**src/rtl/mparb_pkg.sv**
```systemverilog
package mparb_pkg;

   typedef enum logic [1:0] {
      OWN_NONE = 2'd0,
      OWN_PROC = 2'd1,
      OWN_HOST = 2'd2
   } own_kind_e;

endpackage

```
**src/rtl/mparb_pick.sv**
```systemverilog
module mparb_pick #(
   parameter int NPROC     = 6,
   parameter bit ROTATE_EN = 1'b1,
   localparam int IDW      = (NPROC > 1) ? $clog2(NPROC) : 1
) (
   input  logic [NPROC-1:0] req,
   input  logic             rotate,
   input  logic [IDW-1:0]   last_id,
   output logic             win_any,
   output logic [IDW-1:0]   win_id
);

   logic           fx_found;
   logic [IDW-1:0] fx_id;

   always_comb begin
      fx_found = 1'b0;
      fx_id    = '0;
      for (int i = 0; i < NPROC; i++) begin
         if (req[i] && !fx_found) begin
            fx_found = 1'b1;
            fx_id    = IDW'(i);
         end
      end
   end

   assign win_any = |req;

   generate
      if (ROTATE_EN) begin : g_rot
         logic           rt_found;
         logic [IDW-1:0] rt_id;

         always_comb begin
            rt_found = 1'b0;
            rt_id    = '0;
            for (int off = 1; off <= NPROC; off++) begin
               int idx;
               idx = (int'(last_id) + off) % NPROC;
               if (req[idx] && !rt_found) begin
                  rt_found = 1'b1;
                  rt_id    = IDW'(idx);
               end
            end
         end

         assign win_id = rotate ? rt_id : fx_id;
      end else begin : g_fixed
         assign win_id = fx_id;
      end
   endgenerate

endmodule

```
**src/rtl/mparb_state.sv**
```systemverilog
module mparb_state
   import mparb_pkg::*;
#(
   parameter int NPROC = 6,
   localparam int IDW  = (NPROC > 1) ? $clog2(NPROC) : 1
) (
   input  logic           clk,
   input  logic           rst_n,
   input  logic           host_req,
   input  logic           bus_lock,
   input  logic           win_any,
   input  logic [IDW-1:0] win_id,
   output own_kind_e      kind,
   output logic [IDW-1:0] owner_id,
   output logic [IDW-1:0] last_id
);

   localparam logic [IDW-1:0] LAST_RST = IDW'(NPROC - 1);

   own_kind_e      kind_n;
   logic [IDW-1:0] owner_n;
   logic [IDW-1:0] last_n;

   always_comb begin
      kind_n  = kind;
      owner_n = owner_id;
      last_n  = last_id;
      unique case (kind)
         OWN_NONE: begin
            if (host_req) begin
               kind_n = OWN_HOST;
            end else if (win_any) begin
               kind_n  = OWN_PROC;
               owner_n = win_id;
            end
         end
         OWN_PROC: begin
            if (!bus_lock) begin
               if (host_req || !win_any || (win_id != owner_id)) begin
                  kind_n = OWN_NONE;
                  last_n = owner_id;
               end
            end
         end
         OWN_HOST: begin
            if (!host_req) begin
               kind_n = OWN_NONE;
            end
         end
         default: kind_n = OWN_NONE;
      endcase
   end

   always_ff @(posedge clk) begin
      if (!rst_n) begin
         kind     <= OWN_NONE;
         owner_id <= '0;
         last_id  <= LAST_RST;
      end else begin
         kind     <= kind_n;
         owner_id <= owner_n;
         last_id  <= last_n;
      end
   end

endmodule

```
**src/rtl/mparb_node.sv**
```systemverilog
module mparb_node
   import mparb_pkg::*;
#(
   parameter int NPROC     = 6,
   parameter bit ROTATE_EN = 1'b1,
   localparam int IDW      = (NPROC > 1) ? $clog2(NPROC) : 1
) (
   input  logic             clk,
   input  logic             rst_n,
   input  logic [IDW-1:0]   node_id,
   input  logic             prio_rotate,
   input  logic [NPROC-1:0] bus_req,
   input  logic             bus_lock,
   input  logic             host_req,
   output logic             host_grant,
   output logic             master_vld,
   output logic [IDW-1:0]   master_id,
   output logic             own_grant
);

   generate
      if (NPROC < 2 || NPROC > 16) begin : g_bad_nproc
         $error("mparb_node: NPROC must lie in 2..16");
      end
   endgenerate

   own_kind_e      kind;
   logic [IDW-1:0] owner_id;
   logic [IDW-1:0] last_id;
   logic           win_any;
   logic [IDW-1:0] win_id;

   mparb_pick #(
      .NPROC     (NPROC),
      .ROTATE_EN (ROTATE_EN)
   ) u_pick (
      .req     (bus_req),
      .rotate  (prio_rotate),
      .last_id (last_id),
      .win_any (win_any),
      .win_id  (win_id)
   );

   mparb_state #(
      .NPROC (NPROC)
   ) u_state (
      .clk      (clk),
      .rst_n    (rst_n),
      .host_req (host_req),
      .bus_lock (bus_lock),
      .win_any  (win_any),
      .win_id   (win_id),
      .kind     (kind),
      .owner_id (owner_id),
      .last_id  (last_id)
   );

   assign master_vld = (kind == OWN_PROC);
   assign host_grant = (kind == OWN_HOST);
   assign master_id  = owner_id;
   assign own_grant  = master_vld && (owner_id == node_id);

endmodule

```
**config.mk**
```make
export PLATFORM = sky130hd
export DESIGN_NAME = mparb_node
export DESIGN_NICKNAME = d
export VERILOG_FILES = /design/src/rtl/mparb_pkg.sv /design/src/rtl/mparb_pick.sv /design/src/rtl/mparb_state.sv /design/src/rtl/mparb_node.sv
export SDC_FILE = /design/constraint.sdc
export NUM_CORES = 1
export LEC_CHECK = 0
export ABC_AREA = 1
export BUFFER_PORTS_ARGS = -buffer_cell sky130_fd_sc_hd__buf_4
export CELL_PAD_IN_SITES_DETAIL_PLACEMENT = 0
export CELL_PAD_IN_SITES_GLOBAL_PLACEMENT = 1
export CORE_ASPECT_RATIO = 1.75
export CORE_MARGIN = 1
export CORE_UTILIZATION = 42
export CTS_CLUSTER_DIAMETER = 60
export DETAILED_ROUTE_END_ITERATION = 8
export GPL_TIMING_DRIVEN = 1
export PLACE_DENSITY = 0.93
export REMOVE_ABC_BUFFERS = 1
export SYNTH_ARGS = -nofsm -noshare
export SYNTH_HDL_FRONTEND = slang
export SYNTH_SLANG_ARGS = --single-unit
```
**constraint.sdc**
```tcl
create_clock -name clk -period 7.6 [get_ports clk]
set_input_delay 1.9 -clock clk [delete_from_list [all_inputs] [get_ports clk]]
set_output_delay 1.9 -clock clk [all_outputs]
set_load 0.03 [all_outputs]
```
* After elaboration in Yosys (flattened, before gate mapping) *
Index checks and enable logic that the tools add are counted.

storage, ports and cells
  bits in registers = 8
  input bits = 14
  logic and storage cells = 106
  output and inout port bits = 6

cells by class
  add/subtract/negate cells = 6
  reductions and logical operators = 29
  $lt $le $gt $ge = 6
  bitwise logic cells = 2
  equality and inequality tests = 8
  mux-type cells = 46
  divide/modulo/power cells = 6

operators with widths
  operator               number
  $lt 32x5->1 const B    6
  $mod 32x4->32 const B  6
  $mux 3                 9
  $mux 1                 23
  $bmux 1 s3             6
  $mux 2                 7
  $add 3x3->4 const B    3
  $logic_and 1x1->1      11
  $logic_not 1->1        11
  $add 3x2->4 const B    2
  $pmux 2 s3             1
  $reduce_and 3->1       2
  $reduce_or 6->1        1
  $add 3x1->4 const B    1
  $ne 2x2->1 const B     2
  $reduce_and 4->1       1
  $eq 3x3->1             1
  $ne 3x2->1 const B     1
  $ne 3x3->1             1
  $eq 2x1->1 const B     1
  $eq 2x2->1 const B     1
  $logic_not 2->1        1
  $logic_or 1x1->1       2
  $ne 2x1->1 const B     1
  $not 1->1              2

* Depth between registers and ports, before layout *
Gate-level depths: netlist of the first run.

  depth after elaboration = 27
  gate-level depth with buffers = 32
  depth with buffers taken out = 30

* Cells and area by module *
Synthesis of the first run repeated with hierarchy kept, for this count alone.

unflattened totals
  cells, all modules = 281
  area total of the unflattened synthesis = 1584.0 µm²

modules (own cells, without submodules)
  module       area each (µm²)  times used  cells an instance  seq. area each (µm²)
  mparb_pick   1094.8           1           203                0.0
  mparb_state  407.9            1           58                 160.2
  mparb_node   81.3             1           20                 0.0

* Worst setup path after synthesis of the first run *
OpenSTA, ideal clock, no wires.

  path kind = input port to output port
  from = input node_id[2]
  to = output own_grant
  buffers on the path = 0
  path slack = 2.110 ns
  arrival time = 3.590 ns
  required time = 5.700 ns
  stages on the path = 2
  cells stage by stage = xor2_1 a2111oi_0

between the ends
  word-level cells in the longest chain between the ends = 2

RTL lines
  element            RTL line          RTL
  from (decl)        mparb_node.sv:10  input logic [IDW-1:0] node_id,
  $eq 3x3->1         mparb_node.sv:61  assign own_grant = master_vld && (owner_id == node_id);
  $logic_and 1x1->1  mparb_node.sv:61
  to (decl)          mparb_node.sv:18  output logic own_grant

Every way passes these cells.

* Worst setup path in the final report of the first run *
Ends and elaborated chain as after synthesis.

==> metrics.md, run 1 <==
| Metric | Value |
|---|---|
| Gpl congestion | `0.7942` |
| P_int | `128.6 uW` |
| Hold slack | `0.5550 ns` |
| Per-cell routed wire length | `10.99 um` |
| Synth Register Bits | `8` |
| Commonest cells after routing, fill and taps aside | `86 x nand2_1, 41 x inv_1, 35 x nand3_1` |
| Antenna Cells | `0` |
| Row count | `27` |
| Number of synthesized flops with an enable pin | `0` |
| Critical path arrival | `2.76 ns` |
| Final Hold Fails | `0` |
| Post-cts resize count | `0` |
| HPWL after DPL | `2982 um` |
| Outcome | `finished, final reports clean` |
| Share of layout cells above drive strength 1 | `17.33%` |
| Post-CTS Setup Inserts | `0` |
| Peak VDD IR | `130.2 uV` |
| Final period util | `61.35%` |
| Final non-filler cell total | `320` |
| Max Cap Viol | `0` |
| IO Port Bufs | `19` |
| Clk buf depth | `2` |
| Synth cell types | `27` |
| Ys flop type | `dfxtp_1` |
| # hold bufs at CTS | `0` |
| Synthesized cell area | `0.001425 mm^2` |
| Top Ports | `20` |
| Sw frac | `46.84%` |
| Cell Pwr Density | `147.5 mW/mm^2` |
| Min Tclk post-route | `4.663 ns` |
| Largest net degree at the start of global routing | `23` |
| Post-synthesis sequential area ratio | `11.24%` |
| Clock root cell | `clkbuf_8` |
| Psw | `113.3 uW` |
| Most common cell after layout, fill and taps aside | `nand2_1` |
| Slew Viols, Final | `0` |
| Router iterations before antenna repair | `4` |
| Critical Path Start Type | `input pin` |
| Vias per cell | `4.994` |
| Starting Density | `44.88%` |
| Global-route wire length before repair | `6037 um` |
| Crit. End Element | `output port` |
| Logic pwr share | `56.8%` |
| Die area | `0.003640 mm^2` |
| Initial DRC count | `35` |
| Leak | `0.0009367 uW` |
| Final setup vio count | `0` |
| Latest clock arrival within the worst-skew pair | `0.23 ns` |
| Via count | `1598` |
| Async S/R FF share, synth | `0%` |
| CTS sink cnt | `8` |
| Clock power share | `21.4%` |
| Total CTS buffers | `3` |
| Post-layout util | `51.65%` |
| Fmax | `0.2145 GHz` |
| Die height | `79.06 um` |
| Worst Path Required | `5.70 ns` |
| Crit-path max FO | `1` |
| Crit Path Class | `input pin to output port` |
| CTS tree | `done` |
| Slew headroom | `50.05%` |
| Reg clk slew, reported paths | `0.04 ns` |
| RSZ-0062 raised after global routing | `false` |
| Layout area overhead | `15.10%` |
| Routed wire length | `3516 um` |
| DRC | `0` |
| Seq pwr share | `21.7%` |
| Avg Cell Area, Syn | `5.524 um^2` |
| Vias in the first global route | `1516` |
| Worst Reg-to-Reg Cells | `27` |
| Final net count | `303` |
| Gate Count Post-Synth | `258` |
| Worst slew pin tran | `0.7482 ns` |
| Total gr overflow | `0` |
| Post-DRT Antenna Nets | `0` |
| Skew final | `0.0008922 ns` |
| Die Width | `46.04 um` |
| Total core area | `0.003176 mm^2` |
| Placed cells | `317` |
| Total power | `242.0 uW` |
| H-tree levels | `1` |
| Sum Neg Setup Slack | `0 ns` |
| All-Layer GR Usage | `22.25%` |
| Yosys warns | `0` |
| Worst hold stages | `2` |
| Initial antenna violation count | `0` |
| Hold Path Class | `register to register` |
==> cell usage after synthesis (all sizes together) (2+ instances only) <==
cell type	count	share of area, %
o21ai	15	5.3
nor2	13	4.9
nand2	94	26
nand4	7	3.5
xor2	2	1.2
ha	10	8.8
dfxtp	8	11
a21oi	12	5.3
or2	2	0.88
buf	3	1.6
nand3	40	16
inv	46	12
==> critical path, cell delays in order <==
cell and delay [ns]:
buf_4 0.11, xor2_1 0.13, a2111oi_0 0.39, buf_4 0.24
==> kinds of logic (layout without fill, tap and decap cells) <==
group,count (synthesis),in the layout,share of synthesized area [%]
AND/OR/NAND/NOR,157,157,51.71
buffers and inverters,49,68,13.70
AO/OA/AOI/OAI,32,32,13.35
adder cells (fa/ha/maj),10,10,8.780
flip-flops,8,8,11.24
XOR/XNOR,2,2,1.229
==> power by group through the flow <==
stage | Combinational, uW | Clock (uW) | Sequential [uW]
2_1_floorplan | 103 | 0 | 54.8
3_3_place_gp | 138 | 0 | 53.3
3_5_place_dp | 139 | 0 | 53.4
4_1_cts | 139 | 52.1 | 52.6
5_1_grt | 157 | 54.3 | 53.6
6_report | 138 | 51.8 | 52.6
==> layout make-up <==
class | instances | area [um^2]
fill | 387 | 1535
multi-input combinational | 201 | 1070
inverter | 46 | 172.7
sequential | 8 | 160.2
timing repair buffer | 19 | 142.6
tap | 43 | 53.80
clock buffer | 3 | 41.29
==> per-stage QoR <==
step                cell area (um^2)  setup slack, ns
floorplan                       1403            2.110
detailed placement              1599            2.930
global route                    1640            2.886
finish                          1640            2.937
CTS                             1640            2.909
global placement                1599            2.993
==> worst paths after layout <==
path                                          start            endpoint  slack, ns
worst max-delay path                     node_id[2]           own_grant       2.94
worst min-delay path            u_state.owner_id[1]  u_state.last_id[1]       0.56
worst max register to register   u_state.last_id[0]  u_state.last_id[1]       3.77
worst min register to register  u_state.owner_id[1]  u_state.last_id[1]       0.56
==> flip-flops by register name (all words and copies together), names as in the netlist <==
name,count
u_state.last_id,3
u_state.owner_id,3
u_state.kind,2
==> per-layer routing <==
layer  wire (um)  part of all wire (%)  global-route usage, %  vias up
met3          94                   2.7                  1.591        7
met2        2041                    58                  44.51       31
met4          89                   2.5                  9.412        0
met5           0                     0                      0        -
li1            -                     -                      -      872
met1        1290                    37                  20.69      688
Note: power is estimated with default switching activity, not from simulation.
==> inputs of run 2 (changes only) <==
Settings changed: ABC_AREA 1 to 0, CORE_UTILIZATION 42 to 39, PLACE_DENSITY 0.93 to 0.83.
Clock period 7.6 ns to 4.2 ns, I/O delays scaled along.
==> run 2 against run 1 <==
  * Largest power group unchanged
  * Cell count is 11% lower
  * Worst hold slack worse by 0.067 ns
  * First-iteration DRC count is 120% higher
  * Critical path depth up 10
  * Area after synthesis rose by 17%
  * Register-to-register slack worse by 3.5 ns
  * Synthesized cell count decreased by 16%
  * Critical path type is now register to register
  * Clock power increased by 81%
==> metrics.md, run 2 <==
| Metric | Value |
|---|---|
| Outcome | `finished, final reports clean` |
| Clock root cell | `clkbuf_8` |
| Final net count | `262` |
| Gate Count Post-Synth | `218` |
| IO Port Bufs | `19` |
| Layout area overhead | `12.82%` |
| RSZ-0062 raised after global routing | `false` |
| Async S/R FF share, synth | `0%` |
| CTS tree | `done` |
| Post-DRT Antenna Nets | `0` |
| Clk buf depth | `2` |
| Global-route wire length before repair | `8142 um` |
| Post-CTS Setup Inserts | `0` |
| Most common cell in the synthesized netlist | `nor2_1` |
| Die Width | `51.45 um` |
| Leak | `0.0008031 uW` |
| Slew Viols, Final | `0` |
| Slew headroom | `55.68%` |
| Number of synthesized flops with an enable pin | `0` |
| Top cell type's share of synthesized area | `9.595%` |
| HP Start | `u_state.kind[0]` |
| Vias per cell | `6.281` |
| Sum Neg Setup Slack | `0 ns` |
| Worst slew pin tran | `0.6463 ns` |
| Min Tclk post-route | `3.927 ns` |
| Ys flop type | `dfxtp_1` |
| DRC | `0` |
| Initial antenna violation count | `0` |
| Largest net degree at the start of global routing | `15` |
| Router iterations before antenna repair | `4` |
| Worst path cell trace | `inv_1 -> ha_1 -> buf_4 -> nor2_1 -> nand3_1 -> a31o_1 -> o311a_1 -> and2_1 -> a2111oi_0 -> o21bai_1 -> a31o_2 -> xnor2_2 -> a21oi_1 -> o221ai_1` |
| H-tree levels | `1` |
| Row count | `31` |
| Crit-path max FO | `14` |
| Final Hold Fails | `0` |
| Share of layout cells above drive strength 1 | `24.58%` |
| All-Layer GR Usage | `24.29%` |
| Fillers | `468` |
| Cell Pwr Density | `237.8 mW/mm^2` |
| Initial DRC count | `77` |
| Skew final | `0.001192 ns` |
| CTS sink cnt | `8` |
| Gpl congestion | `0.9159` |
| Reg clk slew, reported paths | `0.04 ns` |
| HPWL after DPL | `4268 um` |
| Crit Path Class | `register to register` |
| WHS Endpoint | `u_state.kind[1]` |
| Top Ports | `20` |
| Cell taking the most area after synthesis | `dfxtp_1` |
| Slowest stage delay, CP | `0.55 ns` |
| # hold bufs at CTS | `0` |
| Critical Path Start Type | `register` |
| Final period util | `93.51%` |
| Synthesized cell area | `0.001669 mm^2` |
| Post-synthesis sequential area ratio | `9.595%` |
| RR Startpoint | `u_state.last_id[0]` |
| Die height | `88.54 um` |
| Worst hold stages | `1` |
| Fmax | `0.2546 GHz` |
| Synth cell types | `70` |
| Synth Register Bits | `8` |
| Worst Reg-to-Reg Cells | `14` |
| Commonest cells after routing, fill and taps aside | `23 x buf_4, 18 x nor2_1, 16 x nand2_1, 16 x a21oi_1, 15 x nand3_1` |
| Yosys warns | `0` |
| Worst path slowest cell | `dfxtp_1` |
| Starting Density | `40.60%` |
| Critical path arrival | `4.03 ns` |
| Via count | `1790` |
| Post-cts resize count | `0` |
| Most common cell after layout, fill and taps aside | `buf_4` |
| R2R setup slack | `0.27 ns` |
| Area contributors post-synth | `dfxtp_1 9.6%, ha_1 7.5%, a21oi_1 4.8%` |
| Largest regs | `u_state.last_id x3, u_state.owner_id x3, u_state.kind x2` |
| Post-Layout Inst Area | `0.001883 mm^2` |
| Max Cap Viol | `0` |
| Per-cell routed wire length | `18.12 um` |
| Peak VDD IR | `300.3 uV` |
| Vias in the first global route | `1729` |
| Total core area | `0.004111 mm^2` |
| Final setup vio count | `0` |
| Hold Path Class | `register to register` |
| Die area | `0.004555 mm^2` |
| Avg Cell Area, Syn | `7.656 um^2` |
| Latest clock arrival within the worst-skew pair | `0.23 ns` |
| Routed wire length | `5164 um` |
| Post-layout util | `45.80%` |
| Total CTS buffers | `3` |
| Commonest cells post-synth | `18 x nor2_1, 16 x a21oi_1, 16 x nand2_1, 15 x nand3_1, 10 x ha_1` |
| Antenna Cells | `0` |
| DP Area | `0.001842 mm^2` |
| Worst Path Required | `4.30 ns` |
| Capture point of the worst reg-to-reg path | `u_state.last_id[0]` |
| Crit. End Element | `register` |
| Total gr overflow | `0` |
[run 2: cell count changes after synthesis, moves of 4 or more]
cell      before  now
o21ai_0       12    3
nand3_2        5    1
a21oi_1       10   16
nand3_1       35   15
nand2_1       86   16
nor3_1         0    4
nor4_1         0    4
nand2_2        8    1
nand2b_1       0    7
mux2i_1        0    7
mux2_4         0    4
inv_1         41    8
nor2_1        10   18
nor2b_1        0    6
[run 2: kinds of logic after synthesis]
| kind of cell | share of synthesized area (%) |
|---|---|
| DFF | 9.595 |
| xor gates and xnor gates | 6.597 |
| AOI/OAI and AO/OA | 30.59 |
| adders and majority gates | 7.496 |
| and+or+nand+nor | 29.98 |
| muxes | 9.146 |
| buffers and inverters | 6.596 |
[run 2: layer usage]
| layer | vias up | GRT usage [%] | part of all wire (%) |
|---|---|---|---|
| met2 | 76 | 46.99 | 55 |
| met1 | 833 | 22.06 | 34 |
| met3 | 25 | 1.546 | 3.5 |
| li1 | 856 | - | - |
| met5 | - | 0 | 0 |
| met4 | 0 | 19.90 | 7.0 |
[run 2: final cells by class]
type	count	area [um^2]	share of cell area, %
multi-input combinational	189	1399	74.29
timing repair buffer	23	172.7	9.169
sequential	8	160.2	8.505
tap	49	61.31	3.256
inverter	13	48.80	2.591
clock buffer	3	41.29	2.193
[run 2: worst max path at each step]
| stage | from | endpoint | slack [ns] | depth (start not counted) |
|---|---|---|---|---|
| after detailed placement | bus_req[5] | u_state.last_id[2] | 0.32 | 12 |
| after floorplan | u_state.last_id[0] | u_state.last_id[0] | 0.39 | 14 |
| after CTS | u_state.last_id[1] | u_state.last_id[1] | 0.40 | 16 |
| final | u_state.last_id[0] | u_state.last_id[0] | 0.27 | 14 |
| after global placement | bus_req[5] | u_state.last_id[0] | 0.33 | 12 |
| after global routing | u_state.last_id[0] | u_state.last_id[1] | 0.13 | 13 |
[run 2: worst max-delay path: cells and delay by family, from the launching register on]
kind / cells / cell delay (ns)
buffers and inverters: 2 / 0.42
DFF: 1 / 0.55
adders and majority gates: 1 / 0.53
AOI/OAI and AO/OA: 7 / 1.65
xor gates and xnor gates: 1 / 0.16
and+or+nand+nor: 3 / 0.49
[run 2: metrics by stage]
stage	setup slack (ns)	hold WS, ns	total power [uW]	instances
after floorplan	0.3937	0.4447	278.7	210
after global placement	0.3278	0.4697	350.6	282
after detailed placement	0.3153	0.4829	349.9	282
after CTS	0.4017	0.4940	444.8	285
after global routing	0.1299	0.5235	470.7	285
final	0.2726	0.4879	447.7	285
[run 2: where the power goes]
part           switching, uW  internal (uW)  total, uW
Sequential              9.74           81.7       91.4
Clock                   31.3           62.2       93.5
Combinational            154            109        263
